### src/rtl/resmul_pkg.sv
package resmul_pkg;

  // strobes from the sequencer to the datapath
  typedef struct packed {
    logic load;    // capture operands, clear partial product
    logic step;    // double and conditionally accumulate
    logic finish;  // copy the stepped value into the product register
  } resmulCtrl_t;

  typedef enum logic {
    ST_IDLE = 1'b0,
    ST_RUN  = 1'b1
  } resmulState_e;

endpackage

### src/rtl/resmul_add.sv
// Modulo 2^W+1 adder for inputs in [0, 2^(W+1)-1] whose sum fits W+2 bits.
// The binary sum keeps only its low W bits; each dropped carry stands for
// 2^W, congruent to -1, so the kept value sits hi above the residue.
// The correction stage removes hi (one or two) and wraps through the modulus.
module resmul_add #(
  parameter int W = 8
) (
  input  logic [W:0] a,
  input  logic [W:0] b,
  output logic [W:0] res
);

  logic [W+1:0] rawSum;
  logic [W-1:0] lowPart;
  logic [1:0]   carryCnt;
  logic [W:0]   lowExt;
  logic [W:0]   carryExt;

  always_comb begin
    rawSum   = {1'b0, a} + {1'b0, b};
    lowPart  = rawSum[W-1:0];
    carryCnt = rawSum[W+1:W];
    lowExt   = {1'b0, lowPart};
    carryExt = {{(W-1){1'b0}}, carryCnt};
    if (lowExt >= carryExt) begin
      res = lowExt - carryExt;
    end else begin
      // lowPart + 2^W + 1 - carryCnt, at most 2^W, fits W+1 bits
      res = {1'b1, lowPart} + {{W{1'b0}}, 1'b1} - carryExt;
    end
  end

endmodule

### src/rtl/resmul_ctrl.sv
module resmul_ctrl
  import resmul_pkg::*;
#(
  parameter int WIDTH = 8,
  localparam int IDXW = $clog2(WIDTH + 1)
) (
  input  logic            clk,
  input  logic            rstN,
  input  logic            start,
  output resmulCtrl_t     ctrl,
  output logic [IDXW-1:0] bitIdx,
  output logic            busy,
  output logic            done
);

  localparam logic [IDXW-1:0] TOP_IDX = IDXW'(WIDTH);

  resmulState_e    state;
  logic [IDXW-1:0] stepCnt;

  always_ff @(posedge clk) begin
    if (!rstN) begin
      state   <= ST_IDLE;
      stepCnt <= '0;
      done    <= 1'b0;
    end else begin
      done <= 1'b0;
      case (state)
        ST_IDLE: begin
          if (start) begin
            state   <= ST_RUN;
            stepCnt <= TOP_IDX;
          end
        end
        ST_RUN: begin
          if (stepCnt == '0) begin
            state <= ST_IDLE;
            done  <= 1'b1;
          end else begin
            stepCnt <= stepCnt - 1'b1;
          end
        end
        default: state <= ST_IDLE;
      endcase
    end
  end

  always_comb begin
    ctrl.load   = (state == ST_IDLE) && start;
    ctrl.step   = (state == ST_RUN);
    ctrl.finish = (state == ST_RUN) && (stepCnt == '0);
    bitIdx      = stepCnt;
    busy        = (state == ST_RUN);
  end

endmodule

### src/rtl/resmul_datapath.sv
module resmul_datapath
  import resmul_pkg::*;
#(
  parameter int WIDTH = 8,
  localparam int IDXW = $clog2(WIDTH + 1)
) (
  input  logic            clk,
  input  logic            rstN,
  input  resmulCtrl_t     ctrl,
  input  logic [IDXW-1:0] bitIdx,
  input  logic [WIDTH:0]  xIn,
  input  logic [WIDTH:0]  yIn,
  output logic [WIDTH:0]  product
);

  logic [WIDTH:0] xReg;
  logic [WIDTH:0] yReg;
  logic [WIDTH:0] partReg;
  logic [WIDTH:0] xFolded;
  logic [WIDTH:0] doubled;
  logic [WIDTH:0] addend;
  logic [WIDTH:0] stepped;

  // fold a raw operand above 2^WIDTH back into the residue range
  resmul_add #(.W(WIDTH)) foldX_i (
    .a  (xIn),
    .b  ('0),
    .res(xFolded)
  );

  // modular doubling: P + P through the same adder structure
  resmul_add #(.W(WIDTH)) dbl_i (
    .a  (partReg),
    .b  (partReg),
    .res(doubled)
  );

  always_comb begin
    addend = yReg[bitIdx] ? xReg : '0;
  end

  resmul_add #(.W(WIDTH)) acc_i (
    .a  (doubled),
    .b  (addend),
    .res(stepped)
  );

  always_ff @(posedge clk) begin
    if (!rstN) begin
      xReg    <= '0;
      yReg    <= '0;
      partReg <= '0;
      product <= '0;
    end else begin
      if (ctrl.load) begin
        xReg    <= xFolded;
        yReg    <= yIn;
        partReg <= '0;
      end else if (ctrl.step) begin
        partReg <= stepped;
      end
      if (ctrl.finish) begin
        product <= stepped;
      end
    end
  end

endmodule

### src/rtl/resmul_top.sv
module resmul_top
  import resmul_pkg::*;
#(
  parameter int WIDTH = 8
) (
  input  logic           clk,
  input  logic           rstN,
  input  logic           start,
  input  logic [WIDTH:0] xIn,
  input  logic [WIDTH:0] yIn,
  output logic           busy,
  output logic           done,
  output logic [WIDTH:0] product
);

  localparam int IDXW = $clog2(WIDTH + 1);

  resmulCtrl_t     ctrlBus;
  logic [IDXW-1:0] bitIdx;

  resmul_ctrl #(.WIDTH(WIDTH)) ctrl_i (
    .clk   (clk),
    .rstN  (rstN),
    .start (start),
    .ctrl  (ctrlBus),
    .bitIdx(bitIdx),
    .busy  (busy),
    .done  (done)
  );

  resmul_datapath #(.WIDTH(WIDTH)) dp_i (
    .clk    (clk),
    .rstN   (rstN),
    .ctrl   (ctrlBus),
    .bitIdx (bitIdx),
    .xIn    (xIn),
    .yIn    (yIn),
    .product(product)
  );

endmodule

### config.mk
export PLATFORM = sky130hd
export DESIGN_NAME = resmul_top
export DESIGN_NICKNAME = d
export VERILOG_FILES = /design/src/rtl/resmul_pkg.sv /design/src/rtl/resmul_add.sv /design/src/rtl/resmul_ctrl.sv /design/src/rtl/resmul_datapath.sv /design/src/rtl/resmul_top.sv
export SDC_FILE = /design/constraint.sdc
export NUM_CORES = 1
export LEC_CHECK = 0
export BUFFER_PORTS_ARGS = -buffer_cell sky130_fd_sc_hd__buf_2
export CAP_MARGIN = 10
export CELL_PAD_IN_SITES_DETAIL_PLACEMENT = 1
export CELL_PAD_IN_SITES_GLOBAL_PLACEMENT = 1
export CORE_MARGIN = 4
export CORE_UTILIZATION = 41
export CTS_CLUSTER_SIZE = 20
export DETAILED_ROUTE_END_ITERATION = 16
export PLACE_DENSITY = 0.82
export SYNTH_ARGS = -nofsm -noshare
export SYNTH_HDL_FRONTEND = slang
export SYNTH_SLANG_ARGS = --single-unit
### constraint.sdc
create_clock -name clk -period 5.3 [get_ports clk]
set_input_delay 0 -clock clk [delete_from_list [all_inputs] [get_ports clk]]
set_output_delay 0 -clock clk [all_outputs]
set_load 0.02 [all_outputs]
==> flow_summary.ini <==
[finish]
area_delta_synth_final_pct = 16.5
finalNetCount = 616
layout_common_cells = 55 x ha_1, 53 x nand2_1, 45 x inv_1
drive_gt1_share_pct = 16.2
diodes = 0
final_util_pct = 49.1
final_common_cell = ha_1

[synth]
synth_edf_count = 0
synth-adder-area-share_pct = 21.8
ys_async_sr_fraction_pct = 0
synth_flop_cell = dfxtp_1
synthMuxAreaShare_pct = 2.44
ys_ff_latch = 42
synth_warnings = 0
synth_xor_area_share_pct = 8.73
syn-num-nets = 571
seq_area_frac_synth_pct = 21.6
ys_types = 54
yosys.area_share.simple_pct = 18.8
synth.cell_area_um2 = 3900
synth-compound-area-share_pct = 19.9
synth_top_family_by_area = adder cells
syn_area_per_cell_um2 = 8.03
syn_inst = 485

[sta]
tightest_slew_ns = 1.08
fmax_ghz = 0.195
finalMaxSlewViolations = 0
setup_viol = 0
hold_violations = 0
fin_worst_skew_ns = 0.00858
whs_ns = 0.0238
slew_headroom_pct = 27.8
setup_tns_ns = 0
fin_crit_sh_pct = 96.9
rsz0062_at_grt = yes
fin_crit_ns = 5.14

[drt]
drc = 0
finalWirelength_um = 12200
vias_per_cell = 5.51
vias = 3637
dr.pass1.iters = 4
ant_nets = 0
drtIter0Drc = 203
wl_per_cell_um = 18.4

[worst_setup_path]
crit_fanout = 4
crit_family = adder cells
path_cells = inv_1 > ha_4 > a211oi_4 > o211ai_1 > nand3b_1 > xnor2_1 > ha_2 > inv_1 > fa_2 > or2b_1 > a21oi_2 > o31a_1 > o21ai_0 > nand2b_1 > xnor2_1 > ha_1 > ha_2 > fa_2 > a211oi_2 > o21bai_1 > a21oi_2 > xnor2_1 > nor2_1 > o31ai_1
r2r_cells = 24
crit_arrival_ns = 5.36
crit_buf_inv = 2
end_kind = flop
worst-path-stages = 24
crit_type = reg2reg
cp.required_ns = 5.52
cp_slowest_cell = fa_2
cpMostUsedCell = xnor2_1
cp_slowest_stage_delay_ns = 0.39
crit_path_start_kind = flop

[die]
start_util_pct = 42.2
die-area_um2 = 11100
boundaryPins = 32
coreArea_um2 = 9240
num_rows = 35
die_h_um = 105
die_w_um = 105

[global_routing]
grt_overflow = 0
antenna_found_initial = 0
grtUsageTotal_pct = 20.3
grt_max_degree = 31
grt_pass1_vias = 3635
grt_pass1_wl_um = 18300

[cts]
cts.sinks = 42
cts_buffer_depth = 2
cts_root_buf = clkbuf_8
cts_max_level = 2
cts_tree = yes
clock_latency_ns = 0.31
cts_buffers = 5
clk_pin_slew_ns = 0.08

[placed_design]
gp_congestion = 0.914
dpl.hpwl_um = 8710
io_buffers = 31

[worst_hold_path]
hp-class = in2reg
hold_depth = 4

[status]
outcome = finished clean

[job]
maxCapViolations = 0
-- path summary, 6_finish.rpt --
kind,endpoint,slack [ns],startpoint
worst max-delay path,dp_i.partReg[7],0.16,dp_i.partReg[0]
worst min-delay path,dp_i.xReg[7],0.02,xIn[7]
worst max register to register,dp_i.partReg[7],0.16,dp_i.partReg[0]
worst min register to register,dp_i.yReg[3],0.46,dp_i.yReg[3]
-- cells by family (layout without fill, tap and decap cells) --
| family | after synthesis | after routing |
|---|---|---|
| simple gates | 146 | 146 |
| compound gates | 123 | 123 |
| fa+ha+maj | 65 | 65 |
| buf+inv | 64 | 110 |
| flops | 42 | 42 |
| xor+xnor | 38 | 38 |
| mux | 7 | 7 |
-- cell type report --
type                       count  area, µm²
clock buffer                   7       86.3
clock inverter                 1       5.00
fill                        1112       4700
inverter                      46        173
multi-input combinational    379       2900
sequential                    42        842
tap                          129        161
timing repair buffer          56        369
-- per-layer routing --
metal,global-route usage [%],share of wire [%],wire (µm)
met2,36.7,52,6330
met1,25.8,43,5230
met5,0,0,0
met4,5.34,2.3,274
met3,1.59,2.7,332
-- repair_timing --
| action | in CTS | in global routing |
|---|---|---|
| endpoints found under the setup margin | 12 | 13 |
| gates resized for setup | 6 | 21 |
| pin swaps | 1 | 13 |
| endpoints found under the hold margin | 9 | 0 |
| hold buffers | 9 | 0 |
| buffers inserted | 1 | 8 |
| cloned | 0 | 0 |
-- cell usage after synthesis (2+ instances only) --
cell | instances | area [µm²]
fa_1 | 5 | 100
a21o_1 | 2 | 15.0
o211ai_1 | 4 | 30.0
and2_1 | 8 | 50.1
nand2b_1 | 8 | 50.1
xnor2_1 | 28 | 245
o31ai_1 | 4 | 30.0
nor3b_1 | 2 | 15.0
nand4_1 | 5 | 31.3
nor3_1 | 12 | 60.1
buf_2 | 2 | 10.0
ha_1 | 60 | 751
a31oi_1 | 3 | 18.8
clkbuf_1 | 14 | 52.6
nand3b_1 | 2 | 15.0
nand3_1 | 16 | 80.1
o21bai_1 | 8 | 60.1
xor2_1 | 9 | 78.8
or3_1 | 3 | 18.8
a211oi_1 | 5 | 37.5
and3_1 | 4 | 25.0
inv_1 | 46 | 173
nor4b_2 | 2 | 30.0
nand2_1 | 53 | 199
dfxtp_1 | 42 | 841
o221ai_1 | 3 | 26.3
o21a_1 | 6 | 45.0
mux2i_1 | 5 | 50.1
o21ai_0 | 31 | 155
mux4_2 | 2 | 45.0
a21oi_1 | 44 | 220
nor2_1 | 21 | 78.8
nor4_1 | 2 | 12.5
nor2b_1 | 4 | 25.0
-- tightest hold or removal path: cells and delay by family --
family	cells	cell delay, ns
AO/OA/AOI/OAI	2	0.12
buffers and inverters	1	0.11
AND/OR/NAND/NOR	1	0.05
-- registers in the layout, indices dropped and copies added (netlist names) --
name           count
ctrl_i.busy        1
dp_i.partReg       9
ctrl_i.bitIdx      4
ctrl_i.done        1
dp_i.product       9
dp_i.yReg          9
dp_i.xReg          9
-- metrics by stage --
stage,cells,setup slack [ns],area (µm²)
final,660,0.162,4540
after global routing,660,-0.186,4540
after CTS,652,0.0506,4390
after detailed placement,634,-0.308,4180
after global placement,634,0.220,4180
after floorplan,485,0.0959,3900
Power is left out: the tool's default activity adds up to more than one toggle a clock period on the data nets, which glitch-free logic cannot reach.
